===== config.mk =====
export PLATFORM = sky130hd
export DESIGN_NAME = kp_scanner
export DESIGN_NICKNAME = d
export VERILOG_FILES = /design/src/rtl/kp_pkg.sv /design/src/rtl/kp_tick.sv /design/src/rtl/kp_keystate.sv /design/src/rtl/kp_scanner.sv
export SDC_FILE = /design/constraint.sdc
export NUM_CORES = 1
export LEC_CHECK = 0
export ABC_AREA = 1
export BUFFER_PORTS_ARGS = -buffer_cell sky130_fd_sc_hd__buf_2
export CAP_MARGIN = 15
export CORE_MARGIN = 2
export CORE_UTILIZATION = 65
export CTS_CLUSTER_DIAMETER = 80
export DETAILED_ROUTE_END_ITERATION = 10
export PLACE_DENSITY = 0.83
export SETUP_SLACK_MARGIN = 0.02
export SLEW_MARGIN = 0
export SYNTH_ARGS = -nofsm -noshare
export SYNTH_HDL_FRONTEND = slang
export SYNTH_SLANG_ARGS = --single-unit

===== constraint.sdc =====
create_clock -name clk -period 9.6 [get_ports clk]
set_input_delay 0.48 -clock clk [delete_from_list [all_inputs] [get_ports clk]]
set_output_delay 0.48 -clock clk [all_outputs]
set_load 0.05 [all_outputs]

===== src/rtl/kp_pkg.sv =====
package kp_pkg;
  typedef enum logic [2:0] {
    ST_IDLE,
    ST_DRIVE,
    ST_SAMPLE,
    ST_EVAL,
    ST_END,
    ST_WAIT
  } kp_state_t;
endpackage


===== src/rtl/kp_tick.sv =====
module kp_tick #(
  parameter int DIV = 6250000
) (
  input  logic clk,
  input  logic rst,
  input  logic clr,
  output logic tc
);
  localparam int TW = (DIV > 1) ? $clog2(DIV) : 1;

  logic [TW-1:0] cnt;

  assign tc = (cnt == TW'(DIV - 1));

  always_ff @(posedge clk) begin
    if (rst || clr) cnt <= '0;
    else if (tc)    cnt <= '0;
    else            cnt <= cnt + TW'(1);
  end
endmodule


===== src/rtl/kp_keystate.sv =====
module kp_keystate #(
  parameter int NKEY = 80,
  parameter int IW   = 7
) (
  input  logic          clk,
  input  logic          rst,
  input  logic          upd,
  input  logic [IW-1:0] idx,
  input  logic          raw,
  output logic          press_o,
  output logic          rel_o,
  output logic          all_clear
);
  logic [NKEY-1:0] deb;
  logic [NKEY-1:0] prev;
  logic            deb_k;
  logic            prev_k;

  always_comb begin
    deb_k  = 1'b0;
    prev_k = 1'b0;
    for (int i = 0; i < NKEY; i++) begin
      if (idx == IW'(i)) begin
        deb_k  = deb[i];
        prev_k = prev[i];
      end
    end
  end

  assign press_o   = raw & prev_k & ~deb_k;
  assign rel_o     = ~raw & ~prev_k & deb_k;
  assign all_clear = ~|deb & ~|prev;

  for (genvar k = 0; k < NKEY; k++) begin : g_key
    always_ff @(posedge clk) begin
      if (rst) begin
        deb[k]  <= 1'b0;
        prev[k] <= 1'b0;
      end else if (upd && idx == IW'(k)) begin
        prev[k] <= raw;
        if (press_o)    deb[k] <= 1'b1;
        else if (rel_o) deb[k] <= 1'b0;
      end
    end
  end
endmodule


===== src/rtl/kp_scanner.sv =====
module kp_scanner
  import kp_pkg::*;
#(
  parameter int NROW     = 8,
  parameter int NCOL     = 10,
  parameter int TICK_DIV = 6250000,
  localparam int NKEY    = NROW * NCOL,
  localparam int CODE_W  = $clog2(NKEY + 1)
) (
  input  logic              clk,
  input  logic              rst,
  input  logic [NROW-1:0]   row_en,
  input  logic [NCOL-1:0]   col_en,
  input  logic [NROW-1:0]   row_in,
  output logic [NCOL-1:0]   col_drv_n,
  output logic              wake,
  output logic              evt_valid,
  output logic              evt_press,
  output logic [CODE_W-1:0] evt_code
);
  localparam int RW = (NROW > 1) ? $clog2(NROW) : 1;
  localparam int CW = (NCOL > 1) ? $clog2(NCOL) : 1;
  localparam int IW = (NKEY > 1) ? $clog2(NKEY) : 1;

  kp_state_t     st;
  logic [CW-1:0] col_i;
  logic [RW-1:0] row_i;
  logic [NROW-1:0] row_q;
  logic [NROW-1:0] samp;
  logic [IW-1:0] key_idx;
  logic          tick;
  logic          ks_press, ks_rel, ks_clear;

  function automatic logic [NCOL-1:0] drive_one(input logic [CW-1:0] c,
                                                input logic [NCOL-1:0] en);
    logic [NCOL-1:0] oh;
    for (int i = 0; i < NCOL; i++) oh[i] = (CW'(i) == c);
    return ~(oh & en);
  endfunction

  assign key_idx = IW'(row_i) * IW'(NCOL) + IW'(col_i);

  kp_tick #(.DIV(TICK_DIV)) u_tick (
    .clk (clk),
    .rst (rst),
    .clr (st == ST_IDLE),
    .tc  (tick)
  );

  kp_keystate #(.NKEY(NKEY), .IW(IW)) u_keys (
    .clk       (clk),
    .rst       (rst),
    .upd       (st == ST_EVAL),
    .idx       (key_idx),
    .raw       (samp[row_i]),
    .press_o   (ks_press),
    .rel_o     (ks_rel),
    .all_clear (ks_clear)
  );

  always_ff @(posedge clk) begin
    if (rst) begin
      st        <= ST_IDLE;
      col_i     <= '0;
      row_i     <= '0;
      row_q     <= '1;
      samp      <= '0;
      col_drv_n <= '1;
      wake      <= 1'b0;
      evt_valid <= 1'b0;
      evt_press <= 1'b0;
      evt_code  <= '0;
    end else begin
      row_q     <= row_in;
      wake      <= 1'b0;
      evt_valid <= 1'b0;
      case (st)
        ST_IDLE: begin
          col_drv_n <= ~col_en;
          if (|(row_en & ~row_q)) begin
            st        <= ST_DRIVE;
            col_i     <= '0;
            col_drv_n <= drive_one('0, col_en);
            wake      <= 1'b1;
          end
        end
        ST_DRIVE: st <= ST_SAMPLE;
        ST_SAMPLE: begin
          samp  <= row_en & ~row_q & {NROW{col_en[col_i]}};
          row_i <= '0;
          st    <= ST_EVAL;
        end
        ST_EVAL: begin
          if (ks_press || ks_rel) begin
            evt_valid <= 1'b1;
            evt_press <= ks_press;
            evt_code  <= CODE_W'(key_idx) + CODE_W'(1);
          end
          if (row_i == RW'(NROW - 1)) begin
            if (col_i == CW'(NCOL - 1)) begin
              st        <= ST_END;
              col_drv_n <= '1;
            end else begin
              col_i     <= col_i + CW'(1);
              col_drv_n <= drive_one(col_i + CW'(1), col_en);
              st        <= ST_DRIVE;
            end
          end else begin
            row_i <= row_i + RW'(1);
          end
        end
        ST_END: begin
          if (ks_clear) begin
            st        <= ST_IDLE;
            col_drv_n <= ~col_en;
          end else begin
            st <= ST_WAIT;
          end
        end
        ST_WAIT: begin
          if (tick) begin
            st        <= ST_DRIVE;
            col_i     <= '0;
            col_drv_n <= drive_one('0, col_en);
          end
        end
        default: st <= ST_IDLE;
      endcase
    end
  end
endmodule


==> metrics.yaml <==
floorplanning:
  io_pins: 48
  start_util_pct: 65.8
  die_x_um: 144
  core_area_mm2: 0.0193
  dieArea_mm2: 0.0206
  die_h_um: 144
  row_count: 51
drt:
  wl_um: 34900
  ant_nets: 0
  vias: 12800
  drtIter0Drc: 1134
  drt_pre_antenna_iters: 6
  routed_via_density: 5.71
  drcViolationCount: 0
  wl_per_cell_um: 15.6
timing:
  fmaxAchievable_ghz: 0.117
  finalMaxSlewViolations: 0
  clock_skew_ps: 13.8
  hold_viol: 0
  finalCritPeriodShare_pct: 88.7
  tightest_slew_ps: 1080
  relSlewSlack_pct: 28.1
  period_needed_ps: 8520
  rsz0062_at_grt: "no"
  setup_violations: 0
  finalSetupTns_ps: 0
worst_setup_path:
  critPathSlowestCell: "dfxtp_1"
  cpMostUsedCell: "nand2_1"
  slowest_delay_ps: 510
  critPathKind: "reg -> reg"
  critPathRequiredTime_ps: 9990
  cp_max_fo: 18
  crit_path_start_kind: "flop"
  end_kind: "flop"
  critPathArrivalTime_ps: 8900
status:
  status: "complete, no violations"
cells_and_area:
  multiInputGateArea_mm2: 0.00663
  ff_latch_area_mm2: 0.00458
  instances_no_fill: 2236
  final_cell_area_mm2: 0.0139
  antennaDiodeCount: 0
  fillers: 1611
  nets: 1999
  syn2layout_area_growth_pct: 9.53
  drive_gt1_share_pct: 10.8
synthesis:
  synth_top_area_cell: "dfxtp_1"
  ys_ff_latch: 229
  synth_async_sr_flop_share_pct: 0
  yosys-top-cells-count: "569 x nand2_1, 276 x inv_1, 229 x dfxtp_1"
  avgSynthCellArea_um2: 6.55
  yosysTopAreaCellShare_pct: 36.2
  synth_edf_count: 0
  synth_nets: 1982
  synth_area_mm2: 0.0127
  synthFlopType: "dfxtp_1"
  yosys_warnings: 0
  postSynthCellCount: 1934
  yosysUniqueCellTypes: 48
  yosys-top-cells-area: "dfxtp_1 36%, nand2_1 17%, inv_1 8.2%"
  synth_seq_area_share_pct: 36.2
  yosysMostFrequentCell: "nand2_1"
cts:
  cts_max_level: 1
  clockRootBuffer: "clkbuf_16"
  cts_inserted_buffers: 26
  clk_latency_ps: 540
  post_cts_buffers: 0
  cts_tree: "built"
  post_cts_resized: 0
  cts.sinks: 229
  ctsHoldBuffers: 0
  clock_path_buffers: 3
  clk_pin_slew_ps: 60
placed_design:
  io_buffers: 47
  dp.cells: 2188
  gp_congestion: 0.975
  post-dp-hpwl_um: 22200
  placed_area_mm2: 0.0130
power_and_ir_drop:
  p_seq_share_pct: 34.7
  p_sw_share_pct: 36.5
  powerDensity_mw_per_mm2: 210
  power_leakage_uw: 0.00536
  ir_drop_mv: 0.204
  p_int_uw: 1850
  clockPowerShare_pct: 36.4
  p_switching_uw: 1070
  comb_power_share_pct: 28.9
grt:
  grt.overflow.total: 0
  first_global_vias: 11700
  grt_max_degree: 81
  antenna_found_initial: 0
  grt_pass1_wl_um: 56100
  grtUsageTotal_pct: 33.5
min_path:
  hold_class: "in -> reg"
flow_run:
  drv_cap: 0
==> registers in the layout, summed over array words and instances, names as in the netlist <==
register and count:
evt_valid 1, u_keys.deb 80, u_keys.prev 80, evt_code 7
row_q 8, col_drv_n 10, row_i 3, evt_press 1
wake 1, st 3, samp 8, col_i 4
u_tick.cnt 23
==> critical path: cells and delay by family, from the launching register on <==
kind | cells | cell delay, ps
AOI/OAI and AO/OA | 4 | 520
adders and majority gates | 2 | 680
buffers and inverters | 4 | 720
DFF | 1 | 510
and+or+nand+nor | 87 | 5950
==> layer usage <==
layer	part of all wire [%]	GRT usage (%)	routed length, um	up-vias
li1	-	-	-	6283
met1	40	41.7	14100	5769
met2	47	56.3	16300	574
met3	8.4	5.70	2940	135
met4	4.6	16.6	1590	0
met5	0	0	0	-
==> area by class of cell <==
cell class	count	share of cell area (%)
Clock buffer	35	5.22
Tap cell	265	2.39
Timing Repair Buffer	55	2.15
Multi-Input combinational cell	1342	47.8
Clock inverter	13	1.39
Inverter	297	8.07
Sequential cell	229	33.0
==> power groups by stage <==
| stage | Sequential (uW) | Combinational, uW | Clock [uW] |
|---|---|---|---|
| 6_report | 1010 | 844 | 1060 |
| 2_1_floorplan | 1070 | 560 | 0 |
| 5_1_grt | 1020 | 933 | 1110 |
| 3_3_place_gp | 1030 | 809 | 0 |
| 3_5_place_dp | 1030 | 819 | 0 |
| 4_1_cts | 1010 | 826 | 1070 |
==> final timing paths <==
| check | slack (ps) | depth (start not counted) | startpoint | endpoint |
|---|---|---|---|---|
| worst max-delay path | 1080 | 97 | row_i[0]$_SDFFE_PP0P_ | u_keys.deb[74]$_SDFFE_PP0P_ |
| worst min-delay path | 120 | 2 | row_in[4] | row_q[4]$_SDFF_PP1_ |
| worst max register to register | 1080 | 97 | row_i[0]$_SDFFE_PP0P_ | u_keys.deb[74]$_SDFFE_PP0P_ |
| worst min register to register | 460 | 2 | evt_code[1]$_SDFFE_PP0P_ | evt_code[1]$_SDFFE_PP0P_ |
==> cells in the final DEF, fill, tap and decap left out, types with 4 or more instances in the layout <==
cell type	instances
or2_2	25
inv_1	274
nand2_2	7
nand3_1	60
ha_1	19
o221a_2	44
buf_2	46
clkbuf_8	4
o21a_1	4
clkbuf_16	26
bufinv_16	4
nor2_2	9
nor3_1	18
buf_4	9
nor2_1	196
dfxtp_1	229
a221oi_1	34
o21ai_1	10
o21ai_0	107
nand2_1	568
inv_2	20
clkinv_2	4
a21oi_1	137
nor4_1	45
clkbuf_1	5
nand4_1	18
xor2_1	6
==> logic make-up (layout without fill, tap and decap cells) <==
| group | count (synthesis) | after routing | synth area share (%) |
|---|---|---|---|
| compound gates | 353 | 353 | 17.6 |
| xor+xnor | 9 | 9 | 0.681 |
| fa+ha+maj | 20 | 20 | 2.03 |
| mux | 1 | 1 | 0.0790 |
| buf+inv | 363 | 400 | 11.6 |
| simple gates | 959 | 959 | 31.8 |
| flops | 229 | 229 | 36.2 |
==> metrics by stage <==
stage                     utilization [%]  setup WS (ps)  hold WS (ps)  power [uW]
final                                72.0           1080           117        2910
after global routing                 72.0           53.2           116        3050
after CTS                            72.0           1080           106        2910
after detailed placement             67.2           1190           445        1850
after global placement               67.2           1320           439        1840
after floorplan                         -           3190           430        1630
(Power assumes the default switching activity.)
